===== config.mk =====
export PLATFORM = sky130hd
export DESIGN_NAME = strobe_cmd_decoder
export DESIGN_NICKNAME = d
export VERILOG_FILES = /design/src/rtl/ssd_pkg.sv /design/src/rtl/ssd_sync.sv /design/src/rtl/ssd_rx.sv /design/src/rtl/ssd_regs.sv /design/src/rtl/strobe_cmd_decoder.sv
export SDC_FILE = /design/constraint.sdc
export NUM_CORES = 1
export LEC_CHECK = 0
export CAP_MARGIN = 5
export CORE_AREA = 5 5 162 164
export CTS_BUF_LIST = sky130_fd_sc_hd__clkbuf_8
export DETAILED_ROUTE_END_ITERATION = 16
export DIE_AREA = 0 0 167 169
export GPL_TIMING_DRIVEN = 0
export PLACE_DENSITY_LB_ADDON = 0.25
export SLEW_MARGIN = 20
export SYNTH_ARGS = -nofsm -noshare
export SYNTH_HDL_FRONTEND = slang
export SYNTH_SLANG_ARGS = --single-unit

===== constraint.sdc =====
create_clock -name clk -period 2.3 [get_ports clk]
set_clock_uncertainty 0.05 [all_clocks]
set_input_delay 0.46 -clock clk [delete_from_list [all_inputs] [get_ports clk]]
set_output_delay 0.46 -clock clk [all_outputs]
set_load 0.02 [all_outputs]

===== src/rtl/ssd_pkg.sv =====
package ssd_pkg;
   localparam int BYTE_W = 8;

   typedef enum logic [1:0] {
      CLS_MODE = 2'b00,
      CLS_XFER = 2'b01,
      CLS_CTRL = 2'b10,
      CLS_ADDR = 2'b11
   } cmd_cls_e;
endpackage


===== src/rtl/ssd_sync.sv =====
module ssd_sync #(
   parameter int            STAGES  = 2,
   parameter int            W       = 1,
   parameter logic [W-1:0]  RST_VAL = '0
) (
   input  logic         clk,
   input  logic         rst_n,
   input  logic [W-1:0] d,
   output logic [W-1:0] q
);
   if (STAGES < 2) begin : g_bad_stages
      $error("ssd_sync: STAGES must be at least 2");
   end

   logic [W-1:0] stg [STAGES];

   for (genvar s = 0; s < STAGES; s++) begin : g_stage
      always_ff @(posedge clk or negedge rst_n) begin
         if (!rst_n)      stg[s] <= RST_VAL;
         else if (s == 0) stg[s] <= d;
         else             stg[s] <= stg[(s == 0) ? 0 : s - 1];
      end
   end

   assign q = stg[STAGES-1];
endmodule


===== src/rtl/ssd_rx.sv =====
module ssd_rx
   import ssd_pkg::*;
(
   input  logic              clk,
   input  logic              rst_n,
   input  logic              sclk_s,
   input  logic              stb_n_s,
   input  logic              din_s,
   output logic              byte_vld,
   output logic [BYTE_W-1:0] byte_dat,
   output logic              byte_first
);
   localparam int CNT_W = $clog2(BYTE_W);

   logic [CNT_W-1:0]  bit_cnt;
   logic [BYTE_W-1:0] shreg;
   logic              sclk_q;
   logic              in_first;
   logic              rise;

   assign rise = sclk_s & ~sclk_q;

   always_ff @(posedge clk or negedge rst_n) begin
      if (!rst_n) begin
         sclk_q     <= 1'b1;
         bit_cnt    <= '0;
         shreg      <= '0;
         in_first   <= 1'b1;
         byte_vld   <= 1'b0;
         byte_dat   <= '0;
         byte_first <= 1'b0;
      end else begin
         sclk_q   <= sclk_s;
         byte_vld <= 1'b0;
         if (stb_n_s) begin
            bit_cnt  <= '0;
            in_first <= 1'b1;
         end else if (rise) begin
            shreg <= {din_s, shreg[BYTE_W-1:1]};
            if (bit_cnt == CNT_W'(BYTE_W - 1)) begin
               bit_cnt    <= '0;
               byte_vld   <= 1'b1;
               byte_dat   <= {din_s, shreg[BYTE_W-1:1]};
               byte_first <= in_first;
               in_first   <= 1'b0;
            end else begin
               bit_cnt <= bit_cnt + 1'b1;
            end
         end
      end
   end

   // a strobe seen high never lets a byte complete on the next cycle
   p_no_byte_after_release_r3: assert property (@(posedge clk) disable iff (!rst_n)
      stb_n_s |=> !byte_vld);

   // every completed byte follows a rising serial-clock edge
   p_byte_on_edge_r1: assert property (@(posedge clk) disable iff (!rst_n)
      byte_vld |-> $past(sclk_s && !sclk_q && !stb_n_s));
endmodule


===== src/rtl/ssd_regs.sv =====
module ssd_regs
   import ssd_pkg::*;
#(
   parameter int DEPTH        = 14,
   parameter int ADDR_W       = 6,
   parameter bit CLEAR_ON_RST = 1'b1
) (
   input  logic              clk,
   input  logic              rst_n,
   input  logic              byte_vld,
   input  logic [BYTE_W-1:0] byte_dat,
   input  logic              byte_first,
   input  logic [ADDR_W-1:0] ram_raddr,
   output logic [BYTE_W-1:0] ram_rdata,
   output logic [1:0]        grid_mode,
   output logic              disp_on,
   output logic [2:0]        dim_level,
   output logic [3:0]        data_cfg,
   output logic              key_rd_req
);
   localparam int IDX_W = (DEPTH > 1) ? $clog2(DEPTH) : 1;
   localparam logic [ADDR_W-1:0] TOP = ADDR_W'(DEPTH);

   if (ADDR_W < 4 || ADDR_W > 6) begin : g_bad_aw
      $error("ssd_regs: ADDR_W must lie in 4..6");
   end
   if (DEPTH < 2 || DEPTH >= (1 << ADDR_W)) begin : g_bad_depth
      $error("ssd_regs: DEPTH must be at least 2 and below 2**ADDR_W");
   end

   logic [BYTE_W-1:0] ram [DEPTH];
   logic [ADDR_W-1:0] wr_addr;
   logic              frame_wr;
   logic              wr_hit;
   cmd_cls_e          cls;

   assign cls    = cmd_cls_e'(byte_dat[7:6]);
   assign wr_hit = byte_vld && !byte_first && frame_wr && (wr_addr < TOP);

   always_ff @(posedge clk or negedge rst_n) begin
      if (!rst_n) begin
         grid_mode  <= 2'b11;
         disp_on    <= 1'b0;
         dim_level  <= '0;
         data_cfg   <= '0;
         key_rd_req <= 1'b0;
         wr_addr    <= '0;
         frame_wr   <= 1'b0;
      end else begin
         key_rd_req <= 1'b0;
         if (byte_vld && byte_first) begin
            frame_wr <= 1'b0;
            unique case (cls)
               CLS_MODE: if (byte_dat[5:2] == 4'd0 && byte_dat[1:0] != grid_mode) begin
                  grid_mode <= byte_dat[1:0];
                  disp_on   <= 1'b0;
               end
               CLS_XFER: if (byte_dat[5:4] == 2'd0) begin
                  data_cfg   <= byte_dat[3:0];
                  key_rd_req <= byte_dat[1];
                  frame_wr   <= !byte_dat[1];
               end
               CLS_ADDR: begin
                  wr_addr  <= byte_dat[ADDR_W-1:0];
                  frame_wr <= 1'b1;
               end
               CLS_CTRL: begin
                  disp_on   <= byte_dat[3];
                  dim_level <= byte_dat[2:0];
               end
            endcase
         end else if (wr_hit) begin
            wr_addr <= wr_addr + 1'b1;
         end
      end
   end

   if (CLEAR_ON_RST) begin : g_ram_clr
      always_ff @(posedge clk or negedge rst_n) begin
         if (!rst_n) begin
            for (int i = 0; i < DEPTH; i++) ram[i] <= '0;
         end else if (wr_hit) begin
            ram[wr_addr[IDX_W-1:0]] <= byte_dat;
         end
      end
   end else begin : g_ram_raw
      always_ff @(posedge clk) begin
         if (wr_hit) ram[wr_addr[IDX_W-1:0]] <= byte_dat;
      end
   end

   assign ram_rdata = (ram_raddr < TOP) ? ram[ram_raddr[IDX_W-1:0]] : '0;

   // any change of grid mode leaves the display off
   p_mode_change_off_r5: assert property (@(posedge clk) disable iff (!rst_n)
      (grid_mode != $past(grid_mode)) |-> !disp_on);

   // the pointer holds while it sits outside the window
   p_ptr_hold_outside_r8: assert property (@(posedge clk) disable iff (!rst_n)
      (byte_vld && !byte_first && wr_addr >= TOP) |=> $stable(wr_addr));

   // the key-read request lasts a single cycle
   p_rd_req_pulse_r10: assert property (@(posedge clk) disable iff (!rst_n)
      key_rd_req |=> !key_rd_req);

   // display state moves only when a byte has been decoded
   p_ctrl_quiet_r9: assert property (@(posedge clk) disable iff (!rst_n)
      !byte_vld |=> ($stable(dim_level) && $stable(disp_on)));
endmodule


===== src/rtl/strobe_cmd_decoder.sv =====
module strobe_cmd_decoder
   import ssd_pkg::*;
#(
   parameter int SYNC_STAGES  = 2,
   parameter int DEPTH        = 14,
   parameter int ADDR_W       = 6,
   parameter bit CLEAR_ON_RST = 1'b1
) (
   input  logic              clk,
   input  logic              rst_n,
   input  logic              ser_clk,
   input  logic              ser_stb_n,
   input  logic              ser_din,
   input  logic [ADDR_W-1:0] ram_raddr,
   output logic [7:0]        ram_rdata,
   output logic [1:0]        grid_mode,
   output logic              disp_on,
   output logic [2:0]        dim_level,
   output logic [3:0]        data_cfg,
   output logic              key_rd_req
);
   logic [2:0]        pins_s;
   logic              byte_vld;
   logic              byte_first;
   logic [BYTE_W-1:0] byte_dat;

   ssd_sync #(.STAGES(SYNC_STAGES), .W(3), .RST_VAL(3'b110)) u_sync (
      .clk   (clk),
      .rst_n (rst_n),
      .d     ({ser_clk, ser_stb_n, ser_din}),
      .q     (pins_s)
   );

   ssd_rx u_rx (
      .clk        (clk),
      .rst_n      (rst_n),
      .sclk_s     (pins_s[2]),
      .stb_n_s    (pins_s[1]),
      .din_s      (pins_s[0]),
      .byte_vld   (byte_vld),
      .byte_dat   (byte_dat),
      .byte_first (byte_first)
   );

   ssd_regs #(.DEPTH(DEPTH), .ADDR_W(ADDR_W), .CLEAR_ON_RST(CLEAR_ON_RST)) u_regs (
      .clk        (clk),
      .rst_n      (rst_n),
      .byte_vld   (byte_vld),
      .byte_dat   (byte_dat),
      .byte_first (byte_first),
      .ram_raddr  (ram_raddr),
      .ram_rdata  (ram_rdata),
      .grid_mode  (grid_mode),
      .disp_on    (disp_on),
      .dim_level  (dim_level),
      .data_cfg   (data_cfg),
      .key_rd_req (key_rd_req)
   );
endmodule


==> metrics.csv, run 1 <==
metric;value;unit
status;complete, but fails checks;
failing checks;negative hold slack, negative setup slack;
Tightest Pin Transition;0.771;ns
Starting Density;0.293;
Starting DRT DRC Count;285;
CTS Buf Count;17;
top-area cell type share of the netlist area;0.518;
CTS tree;done;
hold-fix buffers at CTS;0;
first-pass GRT wire length;29300;um
reg-to-reg endpoint;u_regs.ram[42]$_DFFE_PN0P_;
Pins Over Slew Limit;0;
total global-route track usage;0.134;
H-tree Lvls;4;
Routed Wire Length;18300;um
post-synth design cell area;7240;um^2
critical path capture point type;output pin;
DRC Markers;0;
GP Congestion;0.765;
min Tclk post-route;2.48;ns
RR Startpoint;u_regs.wr_addr[5]$_DFFE_PN0P_;
Setup CP Type;flip-flop to output pin;
Die Y;169;um
Final Hold Fails;5;
Hold/Removal Path Class;input pin to async pin;
clk_lat worst skew;0.46;ns
Placement Rows;58;
DP Wirelength;12400;um
synthesized instance count;521;
top layer in use;met4;
core box area;24700;um^2
vias in the first global route;4945;
DRT met1 WL;8640;um
post-layout util;0.358;
WP data required;1.79;ns
top-level I/O count;30;
Yosys top cell by area;dfrtp_1;
Fin Hold WS;-0.0160;ns
pwr/cell area;598;nW/um^2
via/cell ratio;4.98;
Yosys Warn Count;0;
Tcrit/Tclk final;1.08;
PortBufs;27;
Worst Path Arrival;1.97;ns
slew margin rel.;0.486;
Worst path max stage delay;0.49;ns
#FFs+latches synth;158;
die width;167;um
Slowest-stage cell, CP;mux4_2;
VDD IR max;0.364;mV
clock transition at the registers of the reported paths;0.09;ns
Routed met3 length;652;um
RSZ-0062 raised after global routing;yes;
Clock Root Buffer;clkbuf_8;
Total Power;5.29;mW
FF-to-FF setup slack;0.16;ns
reg2reg path depth;4;
nets;595;
Routed WL per cell;19.9;um
Seq/Total Area, Yosys;0.548;
initial antenna violation count;0;
combinational fraction of design power;0.063;
Startpoint Class;flip-flop;
P_int;3.97;mW
Die ar.;28200;um^2
Final Setup Violations;5;
Yosys cell types;50;
critical path fanouts, max;2;
GRT overflow;0;
Final ANT Viol Nets;0;
PnR worst setup slack;-0.183;ns
leakage power;4.03;nW
top post-synthesis cells by area;dfrtp_1 (52%), mux2_2 (22%), mux4_2 (5.0%);
Seq pwr share;0.544;
FFs w/ async S/R, synth;1.00;
Max-cap violations;0;
number of synthesized flops with an enable pin;0;
largest net degree at the start of global routing;102;
number of iterations in the first detailed-routing pass;5;
via count;4587;
ys flop type;dfrtp_1;
critical path's top delay family;multiplexers;
Mapped Nets;538;
Clock Sinks;158;
crit path cell chain;mux4_2 > and2_4 > a211oi_4 > nor3_2 > buf_4;
clock group share of total power;0.393;
synthesized area per cell;13.9;um^2
Fmax;403;MHz
met2 WL;8710;um
diode count;0;
Net Sw Frac;0.251;
Area growth syn-to-layout;22.3;%
Critical path buffers and inverters;1;
NetSw;1.33;mW
layout cell share with drive strength beyond 1;0.469;
clk buf depth;2;
-- power by group through the flow --
| stage | clock network (mW) | registers [mW] | logic (mW) |
|---|---|---|---|
| floorplan | 0 | 2.92 | 0.143 |
| global placement | 0 | 2.93 | 0.262 |
| detailed placement | 0 | 2.94 | 0.277 |
| CTS | 2.14 | 2.88 | 0.338 |
| global route | 2.25 | 2.89 | 0.366 |
| finish | 2.08 | 2.88 | 0.333 |
-- what timing repair did --
item                                    CTS  global route
gates resized for setup                 110            10
pin swaps                                17             3
setup buffers                             8             2
gates cloned                              2             0
endpoints found under the setup margin   58            64
-- cells in the mapped netlist, types with 6 or more instances --
cell type and count:
nor3_1 8, dfstp_2 8, dfrtp_1 150, a211oi_1 11, mux2_2 140, nand3_1 6, buf_2 10, mux4_2 16
mux2i_1 15, ha_1 6, a21oi_1 11, o21ai_0 12, clkbuf_1 23, and2_1 7, nand2_1 17, nor2_1 10
-- cell type report --
type | count | area [um^2]
Fill cell | 2380 | 15900
Sequential cell | 158 | 3960
Multi-Input combinational cell | 317 | 3290
Timing Repair Buffer | 40 | 502
Tap cell | 330 | 413
Buffer | 37 | 253
Clock buffer | 17 | 234
Clock inverter | 15 | 163
Inverter | 7 | 36.3
-- stage by stage --
step	std cells	worst slack, ns	instance area (um^2)	TNS [ns]
2_1_floorplan	521	0.0200	7300	0
3_3_place_gp	878	-5.46	7980	-861.11
3_5_place_dp	879	-1.77	8010	-16.54
4_1_cts	920	-0.207	8790	-0.836
5_1_grt	921	-0.255	8850	-1.20
6_report	921	-0.183	8850	-0.608
-- kinds of logic after synthesis --
logic type | Yosys count | share of synthesized area
AO/OA/AOI/OAI | 57 | 0.0541
XOR/XNOR | 2 | 0.00242
adder cells (fa/ha/maj) | 6 | 0.0104
buffers and inverters | 46 | 0.0261
flip-flops | 158 | 0.548
multiplexers | 172 | 0.290
AND/OR/NAND/NOR | 80 | 0.0697
-- per-layer routing --
layer,GRT usage,vias up
met5,0,-
met4,0.0430,0
met3,0.0264,21
met2,0.213,89
met1,0.186,2451
li1,-,2026
-- layout by cell type (no fill, tap or decap), drive strengths merged, types with 7 or more instances in the layout --
cell           count
nor3              10
nand2             21
dfrtp            150
a21oi             11
inv               10
mux2             141
nor2              10
clkdlybuf4s50     16
dfstp              8
and2               7
clkbuf            38
mux4              16
a211oi            11
buf               38
o21ai             12
mux2i             15
-- worst max-delay path by stage --
stage,from,to,slack (ns),depth (start not counted)
final,u_regs.ram[70]$_DFFE_PN0P_,ram_rdata[6],-0.18,5
after global routing,u_regs.ram[70]$_DFFE_PN0P_,ram_rdata[6],-0.26,5
after CTS,u_regs.ram[71]$_DFFE_PN0P_,ram_rdata[7],-0.21,5
after detailed placement,ram_raddr[1],ram_rdata[6],-1.77,7
after global placement,rst_n,u_regs.ram[16]$_DFFE_PN0P_,-5.46,1
after floorplan,ram_raddr[0],ram_rdata[0],0.02,5
-- flip-flops by register name, indices dropped and copies added (netlist names), 2 cells and up --
| name | cells |
|---|---|
| u_regs.ram | 112 |
| u_rx.byte_dat | 8 |
| u_rx.shreg | 7 |
| u_regs.wr_addr | 6 |
| u_regs.data_cfg | 4 |
| u_regs.dim_level | 3 |
| u_rx.bit_cnt | 3 |
| u_sync.q | 3 |
| u_sync.stg | 3 |
| u_regs.grid_mode | 2 |
-- worst reg2reg max path: stages, from the launching register on --
cell and delay (ns):
dfrtp_1 0.42, nand4bb_4 0.29, nor4b_2 0.53, nand2_2 0.37, mux2_2 0.37
(Power assumes the default switching activity.)
==> run 2: changes to the inputs <==
--- a/config.mk
+++ b/config.mk
@@ -6,6 +6,8 @@
 export NUM_CORES = 1
 export LEC_CHECK = 0
 export CAP_MARGIN = 5
+export CELL_PAD_IN_SITES_DETAIL_PLACEMENT = 1
+export CELL_PAD_IN_SITES_GLOBAL_PLACEMENT = 1
 export CORE_AREA = 5 5 162 164
 export CTS_BUF_LIST = sky130_fd_sc_hd__clkbuf_8
 export DETAILED_ROUTE_END_ITERATION = 16
==> run 2 against run 1 <==
- the flow finishes with violations (negative setup slack)
- critical path depth unchanged
- sequential power about the same
- core utilization decreased by 0.20 points
- total power decreased by 2.9%
- flip-flop and latch count unchanged
- global-route usage increased by 0.77 points
- die area unchanged
- largest cell class unchanged
- largest power group unchanged
==> metrics.csv, run 2 (same netlist as run 1, synthesis figures left out) <==
metric;value;unit
Placement Rows;58;
layout cell share with drive strength beyond 1;0.466;
RSZ-0062 raised after global routing;yes;
filler cell count;2578;
Slowest-stage cell, CP;mux4_2;
slew margin rel.;0.554;
clk_lat worst skew;0.46;ns
Max-cap violations;0;
initial antenna violation count;0;
Clock Sinks;158;
Worst Path Arrival;1.97;ns
failing checks;negative setup slack;
clk buf depth;2;
PnR worst setup slack;-0.178;ns
Final ANT Viol Nets;0;
Die Y;169;um
top-level I/O count;30;
Final Hold Fails;0;
first-pass GRT wire length;30900;um
DP Wirelength;13300;um
GRT overflow;0;
Starting Density;0.293;
Reg with most FFs;u_regs.ram;
crit path cell chain;mux4_2 > and2_4 > a211oi_4 > nor3_2 > buf_4;
critical path's top delay family;multiplexers;
PortBufs;27;
Critical path buffers and inverters;1;
via count;4598;
core box area;24700;um^2
Area growth syn-to-layout;21.6;%
via/cell ratio;4.99;
Largest regs;u_regs.ram: 112 flops, u_rx.byte_dat: 8 flops, u_rx.shreg: 7 flops;
VDD IR max;0.349;mV
critical path capture point type;output pin;
CTS tree;done;
Fmax;404;MHz
Pins Over Slew Limit;0;
most frequent cells in the layout;dfrtp_1 (150), mux2_2 (140), clkbuf_8 (20), nand2_1 (17), clkbuf_1 (17);
number of iterations in the first detailed-routing pass;4;
GP Congestion;0.767;
Routed WL per cell;20.6;um
leakage power;4.03;nW
clock transition at the registers of the reported paths;0.08;ns
Fin Hold WS;0.307;ns
Final Setup Violations;6;
Clock Root Buffer;clkbuf_8;
Setup CP Type;flip-flop to output pin;
CTS Buf Count;17;
Tcrit/Tclk final;1.08;
Worst path max stage delay;0.48;ns
Tightest Pin Transition;0.668;ns
Hold/Removal Path Class;flip-flop to flip-flop;
Startpoint Class;flip-flop;
die width;167;um
total global-route track usage;0.142;
DRC Markers;0;
nets;596;
min Tclk post-route;2.48;ns
post-layout util;0.356;
WP data required;1.79;ns
Die ar.;28200;um^2
status;complete, but fails checks;
pwr/cell area;584;nW/um^2
largest net degree at the start of global routing;103;
max reg flops;112;
H-tree Lvls;4;
commonest non-fill, non-tap cell in the layout;dfrtp_1;
vias in the first global route;5129;
Routed Wire Length;19000;um
Starting DRT DRC Count;246;
critical path fanouts, max;2;
diode count;0;
run 2: changes by cell type in the layout (fill, tap and decap cells not counted), moves of 3 or more:
cell	previous run	this run
buf_12	9	5
nand2_1	13	17
nand2_2	8	4
clkinv_2	0	3
clkinvlp_4	5	2
run 2: worst paths after layout:
kind                                                     from                    endpoint  slack [ns]  cells past startpoint
worst min register to register        u_sync.stg[3]$_DFF_PN0_       u_sync.q[0]$_DFF_PN0_        0.31                      0
worst max register to register  u_regs.wr_addr[5]$_DFFE_PN0P_  u_regs.ram[71]$_DFFE_PN0P_        0.10                      5
min in group asynchronous                               rst_n  u_regs.ram[71]$_DFFE_PN0P_        0.47                      2
worst max-delay path               u_regs.ram[70]$_DFFE_PN0P_                ram_rdata[6]       -0.18                      5
max in group asynchronous                               rst_n       u_rx.sclk_q$_DFF_PN1_        0.89                      3
worst min-delay path                  u_sync.stg[3]$_DFF_PN0_       u_sync.q[0]$_DFF_PN0_        0.31                      0
run 2: layout make-up:
cell class | count | area (um^2) | area share
buffer | 36 | 249 | 0.0283
clock inverter | 14 | 120 | 0.0136
clock buffer | 18 | 248 | 0.0281
timing repair buffer | 42 | 488 | 0.0554
multi-input combinational | 317 | 3290 | 0.373
inverter | 7 | 36.3 | 0.00412
sequential | 158 | 3960 | 0.450
tap | 330 | 413 | 0.0469
run 2: stage by stage:
| stage | worst slack, ns | total power [mW] | cell area (um^2) | std cells | setup TNS (ns) |
|---|---|---|---|---|---|
| 4_1_cts | -0.190 | 5.23 | 8750 | 920 | -0.864 |
| 3_5_place_dp | -1.81 | 3.21 | 8010 | 879 | -17.03 |
| 2_1_floorplan | 0.0200 | 3.06 | 7300 | 521 | 0 |
| 5_1_grt | -0.277 | 5.37 | 8800 | 922 | -1.21 |
| 3_3_place_gp | -5.60 | 3.19 | 7980 | 878 | -882.70 |
| 6_report | -0.178 | 5.14 | 8800 | 922 | -0.621 |
run 2: metal layers:
| layer | up-vias | routed length (um) | track usage |
|---|---|---|---|
| met5 | - | 0 | 0 |
| met1 | 2483 | 8860 | 0.189 |
| met2 | 57 | 9420 | 0.238 |
| met4 | 0 | 294 | 0.0388 |
| li1 | 2031 | - | - |
| met3 | 27 | 383 | 0.0262 |
run 2: report_power, final:
group / internal [mW] / switching (mW) / leakage [nW]
registers: 2.84 / 0.0404 / 2.16
clock network: 0.881 / 1.06 / 0.192
logic: 0.146 / 0.179 / 1.67
total: 3.86 / 1.28 / 4.03
run 2: worst register-to-register path, cell delays in order, from the launching register on:
cell	delay (ns)
dfrtp_1	0.40
nand4bb_4	0.29
or2_1	0.24
buf_2	0.19
nor3_4	0.51
mux2_2	0.41
run 2: repair_timing:
item                       4_1_cts  5_1_grt
hold endpoints to repair        56        0
cloned                           2        0
setup endpoints to repair       88       40
hold buffers                     1        0
gates resized for setup        113        8
setup buffers                    8        3
pin swaps                       18        7
